## src/rtl/serial_bank_pkg.sv

```systemverilog
package serial_bank_pkg;
  localparam int unsigned SHIFT_W = 5;
  localparam int unsigned CNT_W   = $clog2(SHIFT_W);

  typedef enum logic [1:0] {
    MIR_VERT   = 2'd0,
    MIR_HORZ   = 2'd1,
    MIR_ONE_LO = 2'd2,
    MIR_ONE_HI = 2'd3
  } mirror_e;

  typedef enum logic [1:0] {
    WIN_MODE = 2'd0,
    WIN_CHRA = 2'd1,
    WIN_CHRB = 2'd2,
    WIN_PRG  = 2'd3
  } win_e;

  typedef struct packed {
    logic chr_4k;
    logic prg_16k;
    logic prg_sw_low;  // 1: switched window is A14=0
    logic mir_normal;
    logic mir_sel;
  } mode_t;

  localparam logic [SHIFT_W-1:0] MODE_RST = 5'b01100;
endpackage

```

## src/rtl/sbc_shift_loader.sv

```systemverilog
module sbc_shift_loader
  import serial_bank_pkg::*;
(
  input  logic               clk_i,
  input  logic               rst_ni,
  input  logic               wr_i,     // qualified ROM-range write
  input  logic               clr_i,
  input  logic               bit_i,
  output logic               commit_o,
  output logic [SHIFT_W-1:0] value_o,
  output logic [CNT_W-1:0]   cnt_o
);
  logic [SHIFT_W-1:0] sr_q;
  logic [CNT_W-1:0]   cnt_q;
  logic               last_w;

  assign last_w   = (cnt_q == CNT_W'(SHIFT_W - 1));
  assign commit_o = wr_i && !clr_i && last_w;
  assign value_o  = {bit_i, sr_q[SHIFT_W-1:1]};
  assign cnt_o    = cnt_q;

  always_ff @(posedge clk_i or negedge rst_ni) begin
    if (!rst_ni) begin
      sr_q  <= '0;
      cnt_q <= '0;
    end else if (wr_i) begin
      if (clr_i || last_w) begin
        sr_q  <= '0;
        cnt_q <= '0;
      end else begin
        sr_q  <= {bit_i, sr_q[SHIFT_W-1:1]};
        cnt_q <= cnt_q + CNT_W'(1);
      end
    end
  end
endmodule

```

## src/rtl/sbc_reg_file.sv

```systemverilog
module sbc_reg_file
  import serial_bank_pkg::*;
#(
  parameter int unsigned PRG_BANK_W = 4
) (
  input  logic                  clk_i,
  input  logic                  rst_ni,
  input  logic                  commit_i,
  input  logic                  clr_i,
  input  win_e                  win_i,
  input  logic [SHIFT_W-1:0]    value_i,
  output logic [SHIFT_W-1:0]    mode_o,
  output logic [SHIFT_W-1:0]    chr_a_o,
  output logic [SHIFT_W-1:0]    chr_b_o,
  output logic [PRG_BANK_W-1:0] prg_o
);
  logic [SHIFT_W-1:0]    mode_q, chr_a_q, chr_b_q;
  logic [PRG_BANK_W-1:0] prg_q;

  always_ff @(posedge clk_i or negedge rst_ni) begin
    if (!rst_ni) begin
      mode_q  <= MODE_RST;
      chr_a_q <= '0;
      chr_b_q <= '0;
      prg_q   <= '0;
    end else if (clr_i) begin
      mode_q <= mode_q | MODE_RST;
    end else if (commit_i) begin
      unique case (win_i)
        WIN_MODE: mode_q  <= value_i;
        WIN_CHRA: chr_a_q <= value_i;
        WIN_CHRB: chr_b_q <= value_i;
        WIN_PRG:  prg_q   <= value_i[PRG_BANK_W-1:0];
        default:  ;
      endcase
    end
  end

  assign mode_o  = mode_q;
  assign chr_a_o = chr_a_q;
  assign chr_b_o = chr_b_q;
  assign prg_o   = prg_q;
endmodule

```

## src/rtl/sbc_prg_map.sv

```systemverilog
module sbc_prg_map
  import serial_bank_pkg::*;
#(
  parameter int unsigned PRG_BANK_W = 4
) (
  input  mode_t                 mode_i,
  input  logic [PRG_BANK_W-1:0] bank_i,
  input  logic                  a14_i,
  output logic [PRG_BANK_W-1:0] bank_o
);
  localparam logic [PRG_BANK_W-1:0] LAST = '1;

  always_comb begin
    if (!mode_i.prg_16k) begin
      bank_o = {bank_i[PRG_BANK_W-1:1], a14_i};
    end else if (mode_i.prg_sw_low) begin
      bank_o = a14_i ? LAST : bank_i;
    end else begin
      bank_o = a14_i ? bank_i : '0;
    end
  end
endmodule

```

## src/rtl/sbc_chr_map.sv

```systemverilog
module sbc_chr_map
  import serial_bank_pkg::*;
(
  input  logic               chr_4k_i,
  input  logic [SHIFT_W-1:0] bank_a_i,
  input  logic [SHIFT_W-1:0] bank_b_i,
  input  logic               a12_i,
  output logic [SHIFT_W-1:0] bank_o
);
  always_comb begin
    if (chr_4k_i) bank_o = a12_i ? bank_b_i : bank_a_i;
    else          bank_o = {bank_a_i[SHIFT_W-1:1], a12_i};
  end
endmodule

```

## src/rtl/serial_bank_ctrl.sv

```systemverilog
module serial_bank_ctrl
  import serial_bank_pkg::*;
#(
  parameter int unsigned PRG_BANK_W = 4
) (
  input  logic                  clk_i,
  input  logic                  rst_ni,
  input  logic                  cpu_wr_i,
  input  logic [2:0]            cpu_a_i,
  input  logic                  cpu_d7_i,
  input  logic                  cpu_d0_i,
  input  logic                  ppu_a12_i,
  output logic [PRG_BANK_W-1:0] prg_bank_o,
  output logic [SHIFT_W-1:0]    chr_bank_o,
  output logic [1:0]            mirror_o,
  output logic                  prg_oe_o
);
  logic                  rom_wr_w, clr_w, commit_w;
  logic [SHIFT_W-1:0]    value_w, mode_q, chr_a_w, chr_b_w;
  logic [PRG_BANK_W-1:0] prg_w;
  logic [CNT_W-1:0]      cnt_q;
  mode_t                 mode_s;

  assign rom_wr_w = cpu_wr_i && cpu_a_i[2];
  assign clr_w    = rom_wr_w && cpu_d7_i;
  assign mode_s   = mode_t'(mode_q);

  sbc_shift_loader i_loader (
    .clk_i    (clk_i),
    .rst_ni   (rst_ni),
    .wr_i     (rom_wr_w),
    .clr_i    (cpu_d7_i),
    .bit_i    (cpu_d0_i),
    .commit_o (commit_w),
    .value_o  (value_w),
    .cnt_o    (cnt_q)
  );

  sbc_reg_file #(.PRG_BANK_W(PRG_BANK_W)) i_regs (
    .clk_i    (clk_i),
    .rst_ni   (rst_ni),
    .commit_i (commit_w),
    .clr_i    (clr_w),
    .win_i    (win_e'(cpu_a_i[1:0])),
    .value_i  (value_w),
    .mode_o   (mode_q),
    .chr_a_o  (chr_a_w),
    .chr_b_o  (chr_b_w),
    .prg_o    (prg_w)
  );

  sbc_prg_map #(.PRG_BANK_W(PRG_BANK_W)) i_prg_map (
    .mode_i (mode_s),
    .bank_i (prg_w),
    .a14_i  (cpu_a_i[1]),
    .bank_o (prg_bank_o)
  );

  sbc_chr_map i_chr_map (
    .chr_4k_i (mode_s.chr_4k),
    .bank_a_i (chr_a_w),
    .bank_b_i (chr_b_w),
    .a12_i    (ppu_a12_i),
    .bank_o   (chr_bank_o)
  );

  always_comb begin
    unique case ({mode_s.mir_normal, mode_s.mir_sel})
      2'b10:   mirror_o = MIR_VERT;
      2'b11:   mirror_o = MIR_HORZ;
      2'b00:   mirror_o = MIR_ONE_LO;
      default: mirror_o = MIR_ONE_HI;
    endcase
  end

  assign prg_oe_o = cpu_a_i[2] && !cpu_wr_i;
endmodule

```

## config.mk

```make
export PLATFORM = sky130hd
export DESIGN_NAME = serial_bank_ctrl
export DESIGN_NICKNAME = d
export VERILOG_FILES = /design/src/rtl/serial_bank_pkg.sv /design/src/rtl/sbc_shift_loader.sv /design/src/rtl/sbc_reg_file.sv /design/src/rtl/sbc_prg_map.sv /design/src/rtl/sbc_chr_map.sv /design/src/rtl/serial_bank_ctrl.sv
export SDC_FILE = /design/constraint.sdc
export NUM_CORES = 1
export LEC_CHECK = 0
export ABC_AREA = 1
export CORE_MARGIN = 3
export CORE_UTILIZATION = 37
export DETAILED_ROUTE_END_ITERATION = 6
export PLACE_DENSITY = 0.67
export SYNTH_ARGS = -nofsm -noshare
export SYNTH_HDL_FRONTEND = slang
export SYNTH_SLANG_ARGS = --single-unit
```

## constraint.sdc

```tcl
create_clock -name clk_i -period 1.22 [get_ports clk_i]
set_input_delay 0.244 -clock clk_i [delete_from_list [all_inputs] [get_ports clk_i]]
set_output_delay 0.244 -clock clk_i [all_outputs]
set_load 0.05 [all_outputs]
```

**After elaboration in Yosys (flattened, before gate mapping)**

Index checks and enable logic that the tools add are counted.

- Output and inout bits: 12
- Logic and storage cells: 44
- Flip-flop bits (word level): 27

- Add/subtract/negate cells: 1
- Bitwise gates (word level): 1
- Reductions and logical operators: 17
- Equality and inequality tests: 6
- Multiplexer cells: 12

Operator list:

| kind | count |
|---|---|
| 2-to-1 mux 4 bit | 7 |
| 2-to-1 mux 5 bit | 3 |
| AND reduction 3 bit | 4 |
| == test 2 bit (second input constant) | 4 |
| one-hot mux 2 bit (3 select lines) | 1 |
| logical AND 1 bit | 5 |
| zero test 2 bit | 2 |
| nonzero test 2 bit | 2 |
| adder 3 x 1 -> 3 bit (second input constant) | 1 |
| == test 3 bit (second input constant) | 1 |
| 2-to-1 mux 3 bit | 1 |
| == test 2 x 1 -> 1 bit (second input constant) | 1 |
| zero test 1 bit | 2 |
| AND reduction 2 bit | 1 |
| logical OR 1 bit | 1 |
| NOT 1 bit | 1 |

**Longest topological paths before layout**

- Depth after elaboration: 5
- Gate-level depth with buffers: 7

**By module**

A second synthesis with hierarchy kept.

- Cells, all modules: 193
- Area, all modules: 1483.9 um^2

By module, submodules not included:

| module | instances | area each (um^2) | seq. area each (um^2) | cells each |
|---|---|---|---|---|
| sbc_reg_file | 1 | 899.6 | 478.0 | 95 |
| sbc_shift_loader | 1 | 370.4 | 175.2 | 44 |
| sbc_prg_map | 1 | 97.6 | 0.0 | 26 |
| sbc_chr_map | 1 | 83.8 | 0.0 | 20 |
| serial_bank_ctrl | 1 | 32.5 | 0.0 | 8 |

**Least setup slack after synthesis**

Ideal clock, no wire load.

- Path kind: reg2out
- From: register i_regs.mode_q[2], in the netlist i_regs.mode_o[2]
- To: output prg_bank_o[0]
- Path buffers: 0
- Stages on the path, launching flop included: 3
- Slack: -678 ps
- Data arrival time: 1654 ps
- Cells stage by stage: dfstp_2 nor2_1 o21ai_0

- Longest elaborated chain between the ends: 2

RTL lines:

| element | RTL line | RTL |
|---|---|---|
| start, declared | sbc_reg_file.sv:17 | `logic [SHIFT_W-1:0] mode_q, chr_a_q, chr_b_q;` |
| start signal, assigned | sbc_reg_file.sv:27 | `mode_q <= mode_q \| MODE_RST;` |
| start signal, assigned | sbc_reg_file.sv:30 | `WIN_MODE: mode_q <= value_i;` |
| 2-to-1 mux 4 bit | sbc_prg_map.sv:16 | `end else if (mode_i.prg_sw_low) begin` |
| 2-to-1 mux 4 bit | sbc_prg_map.sv:14 | `if (!mode_i.prg_16k) begin` |
| end, declared | serial_bank_ctrl.sv:13 | `output logic [PRG_BANK_W-1:0] prg_bank_o,` |

No other way between the ends.

**Final worst setup path**

- From: register i_regs.mode_q[2], in the netlist i_regs.mode_o[2]
- To: output prg_bank_o[1]

The elaborated chain is that of the path after synthesis.

==> impl_metrics.tcl <==
set metrics [dict create \
    status "complete, but fails checks" \
    violations "setup timing" \
    max_freq_mhz 590.7 \
    synth_area_leaders "dfrtp_1 (46%), nand2_1 (15%), nand3_1 (7.7%)" \
    crit_type "flop to output pin" \
    grt.overflow.total 0 \
    rsz0062_at_grt "yes" \
    grt_pass1_wl_um 5692 \
    placed_area_um2 1799 \
    syn2layout_area_growth_pct 63.60 \
    die_w_um 65.42 \
    hold_ws_ns 0.2456 \
    ys_seq_elements 26 \
    portBuffers 20 \
    synth_edf_count 0 \
    utilization_pct 66.72 \
    syn_area_um2 1306 \
    routed_wl_um 3255 \
    drtIter0Drc 31 \
    yosysUniqueCellTypes 22 \
    hpwl_um 2240 \
    die_area_um2 4279 \
    slew_viol_final 0 \
    fillers 253 \
    clockBufferDepth 2 \
    cap_violations 0 \
    rr_worst_depth 7 \
    synth_top_area_share_pct 45.98 \
    final_common_cell "nand2_1" \
    die_h_um 65.42 \
    worstPathMaxFanout 3 \
    timing.final.ws_setup_ns -0.4730 \
    max_stage_delay_ns 0.59 \
    slew_headroom_pct 80.34 \
    std_cell_rows 20 \
    synthFlopType "dfrtp_1" \
    ys_warn_count 0 \
    ios 21 \
    period_share_pct 138.8 \
    grt_start_max_net_pins 27 \
    grt_antenna_before_repair 0 \
    via_per_inst 4.850 \
    grt_pass1_vias 1285 \
    powerDensity_nw_per_um2 887.3 \
    clk_pin_slew_worst_paths_ns 0.15 \
    drive_above_1_share_pct 51.23 \
    clock-root-buffer "clkbuf_4" \
    postSynthCellCount 157 \
    setup_violations 25 \
    yosysSeqAreaShare_pct 50.00 \
    fin_crit_ns 1.693 \
    antenna_cells 0 \
    hold_viol_final 0 \
    tns_ns -4.922 \
    gp_congestion 0.7369 \
    clock_latency_ns 0.33 \
    p_leak_nw 1.092 \
    crit_path_top_delay_cell "dfstp_2" \
    synth_top_cell_by_area "dfrtp_1" \
    cts_tree "built" \
    wl_per_cell_um 13.18 \
    dr.pass1.iters 4 \
    num_vias 1198 \
    cts_sinks 26 \
    avgSynthCellArea_um2 8.320 \
    worstPathRequired_ns 0.98 \
    htreeDepth 1 \
    crit_path_end_kind "output pin" \
    vdd_drop_max_uv 710.1 \
    async_reset_ff_share_pct 100.0 \
    final_cells 247 \
    path_cells "nand3_1 > nand2_1 > nand2_4 > clkinvlp_4 > buf_12" \
    final.setup_skew_ns 0.01696 \
    layout.nets 215 \
    grt_use_total_pct 16.88 \
    dp_cells 237 \
    worst_pin_slew_ns 0.2950 \
    postLayoutCellArea_um2 2137 \
    drc 0 \
    start_util_pct 40.78 \
    critPathArrivalTime_ns 1.45 \
    core_um2 3203 \
    register_area_um2 653.1 \
    numCtsBuffers 3 \
    hp-class "input port to asynchronous set/reset pin" \
    start_kind "flop" \
    multi_input_area_um2 817.0 \
    syn-num-nets 168 \
    layout_common_cells "nand2_1 (30), dfrtp_1 (24), inv_1 (18)" \
    antenna_left 0 \
]
[where the power goes]
| group | internal, W | total (W) | switching [W] |
|---|---|---|---|
| sequential | 0.000906 | 0.000958 | 0.0000522 |
| clock | 0.000128 | 0.000383 | 0.000255 |
| combinational | 0.000256 | 0.000555 | 0.000298 |
[critical path, delay by kind of cell, from the launching register on]
kind                   cells  cell delay, ns
buffers and inverters      2            0.20
flip-flops                 1            0.59
AND/OR/NAND/NOR            3            0.34
[routing by layer]
metal	track usage [%]	vias to the layer above	share of wire [%]
met1	19.98	587	39
met2	31.10	17	56
met5	0	-	0
met3	4.444	4	3.1
met4	2.332	0	1.1
li1	-	590	-
[stage by stage]
stage	total power [W]	setup slack, ns
2_1_floorplan	0.001163	-0.08698
3_3_place_gp	0.001370	-0.4469
3_5_place_dp	0.001391	-0.4994
4_1_cts	0.001813	-0.4852
5_1_grt	0.001987	-0.5696
6_report	0.001896	-0.4730
[repair_timing]
| action | 4_1_cts | 5_1_grt |
|---|---|---|
| hold endpoints to repair | 0 | 0 |
| cloned | 1 | 0 |
| hold buffers | 0 | 0 |
| endpoints found under the setup margin | 35 | 36 |
| gates resized for setup | 38 | 33 |
| pin swaps | 23 | 12 |
| setup buffers | 3 | 4 |
[cells by family (layout without fill, tap and decap cells)]
kind of cell / after synthesis / count (layout) / share of synthesized area [%]
AND/OR/NAND/NOR: 86 / 87 / 30.75
flip-flops: 26 / 26 / 50.00
buffers and inverters: 26 / 71 / 8.045
AO/OA/AOI/OAI: 12 / 12 / 5.171
multiplexers: 4 / 4 / 3.448
adder cells (fa/ha/maj): 2 / 2 / 1.915
XOR/XNOR: 1 / 1 / 0.6706
[sequential cells by signal, summed over array words and instances (netlist names)]
name and cells:
i_loader.sr_q 4, i_loader.cnt_o 3, i_regs.chr_a_o 5, i_regs.chr_b_o 5, i_regs.prg_o 4, i_regs.mode_o 5
[final timing paths]
kind	slack [ns]	endpoint	startpoint
setup / recovery	-0.47	prg_bank_o[1]	i_regs.mode_o[2]$_DFFE_PN1P_
hold / removal	0.25	i_regs.chr_b_o[1]$_DFFE_PN0P_	rst_ni
setup reg to reg	-0.13	i_regs.chr_a_o[0]$_DFFE_PN0P_	i_loader.cnt_o[1]$_DFFE_PN0N_
hold reg to reg	0.51	i_regs.prg_o[3]$_DFFE_PN0P_	i_regs.prg_o[3]$_DFFE_PN0P_
max in group asynchronous	0.73	i_regs.mode_o[2]$_DFFE_PN1P_	rst_ni
min in group clk_i	0.51	i_regs.prg_o[3]$_DFFE_PN0P_	i_regs.prg_o[3]$_DFFE_PN0P_
[cell type report]
| type | count | area share (%) |
|---|---|---|
| Timing Repair Buffer | 43 | 22.89 |
| Tap cell | 44 | 2.576 |
| Sequential cell | 26 | 30.56 |
| Inverter | 24 | 4.508 |
| Clock buffer | 4 | 1.230 |
| Multi-Input combinational cell | 106 | 38.23 |
[synth_stat cells, types with 2 or more instances]
library cell / n
nand2_2: 3
ha_1: 2
nand2_1: 51
inv_1: 23
nor2_1: 6
o21ai_1: 3
nor2_4: 2
nand3_2: 2
dfrtp_1: 24
o21ai_0: 3
o22ai_1: 4
mux2_2: 4
dfstp_2: 2
nand3_1: 20
(Power assumes the default switching activity.)
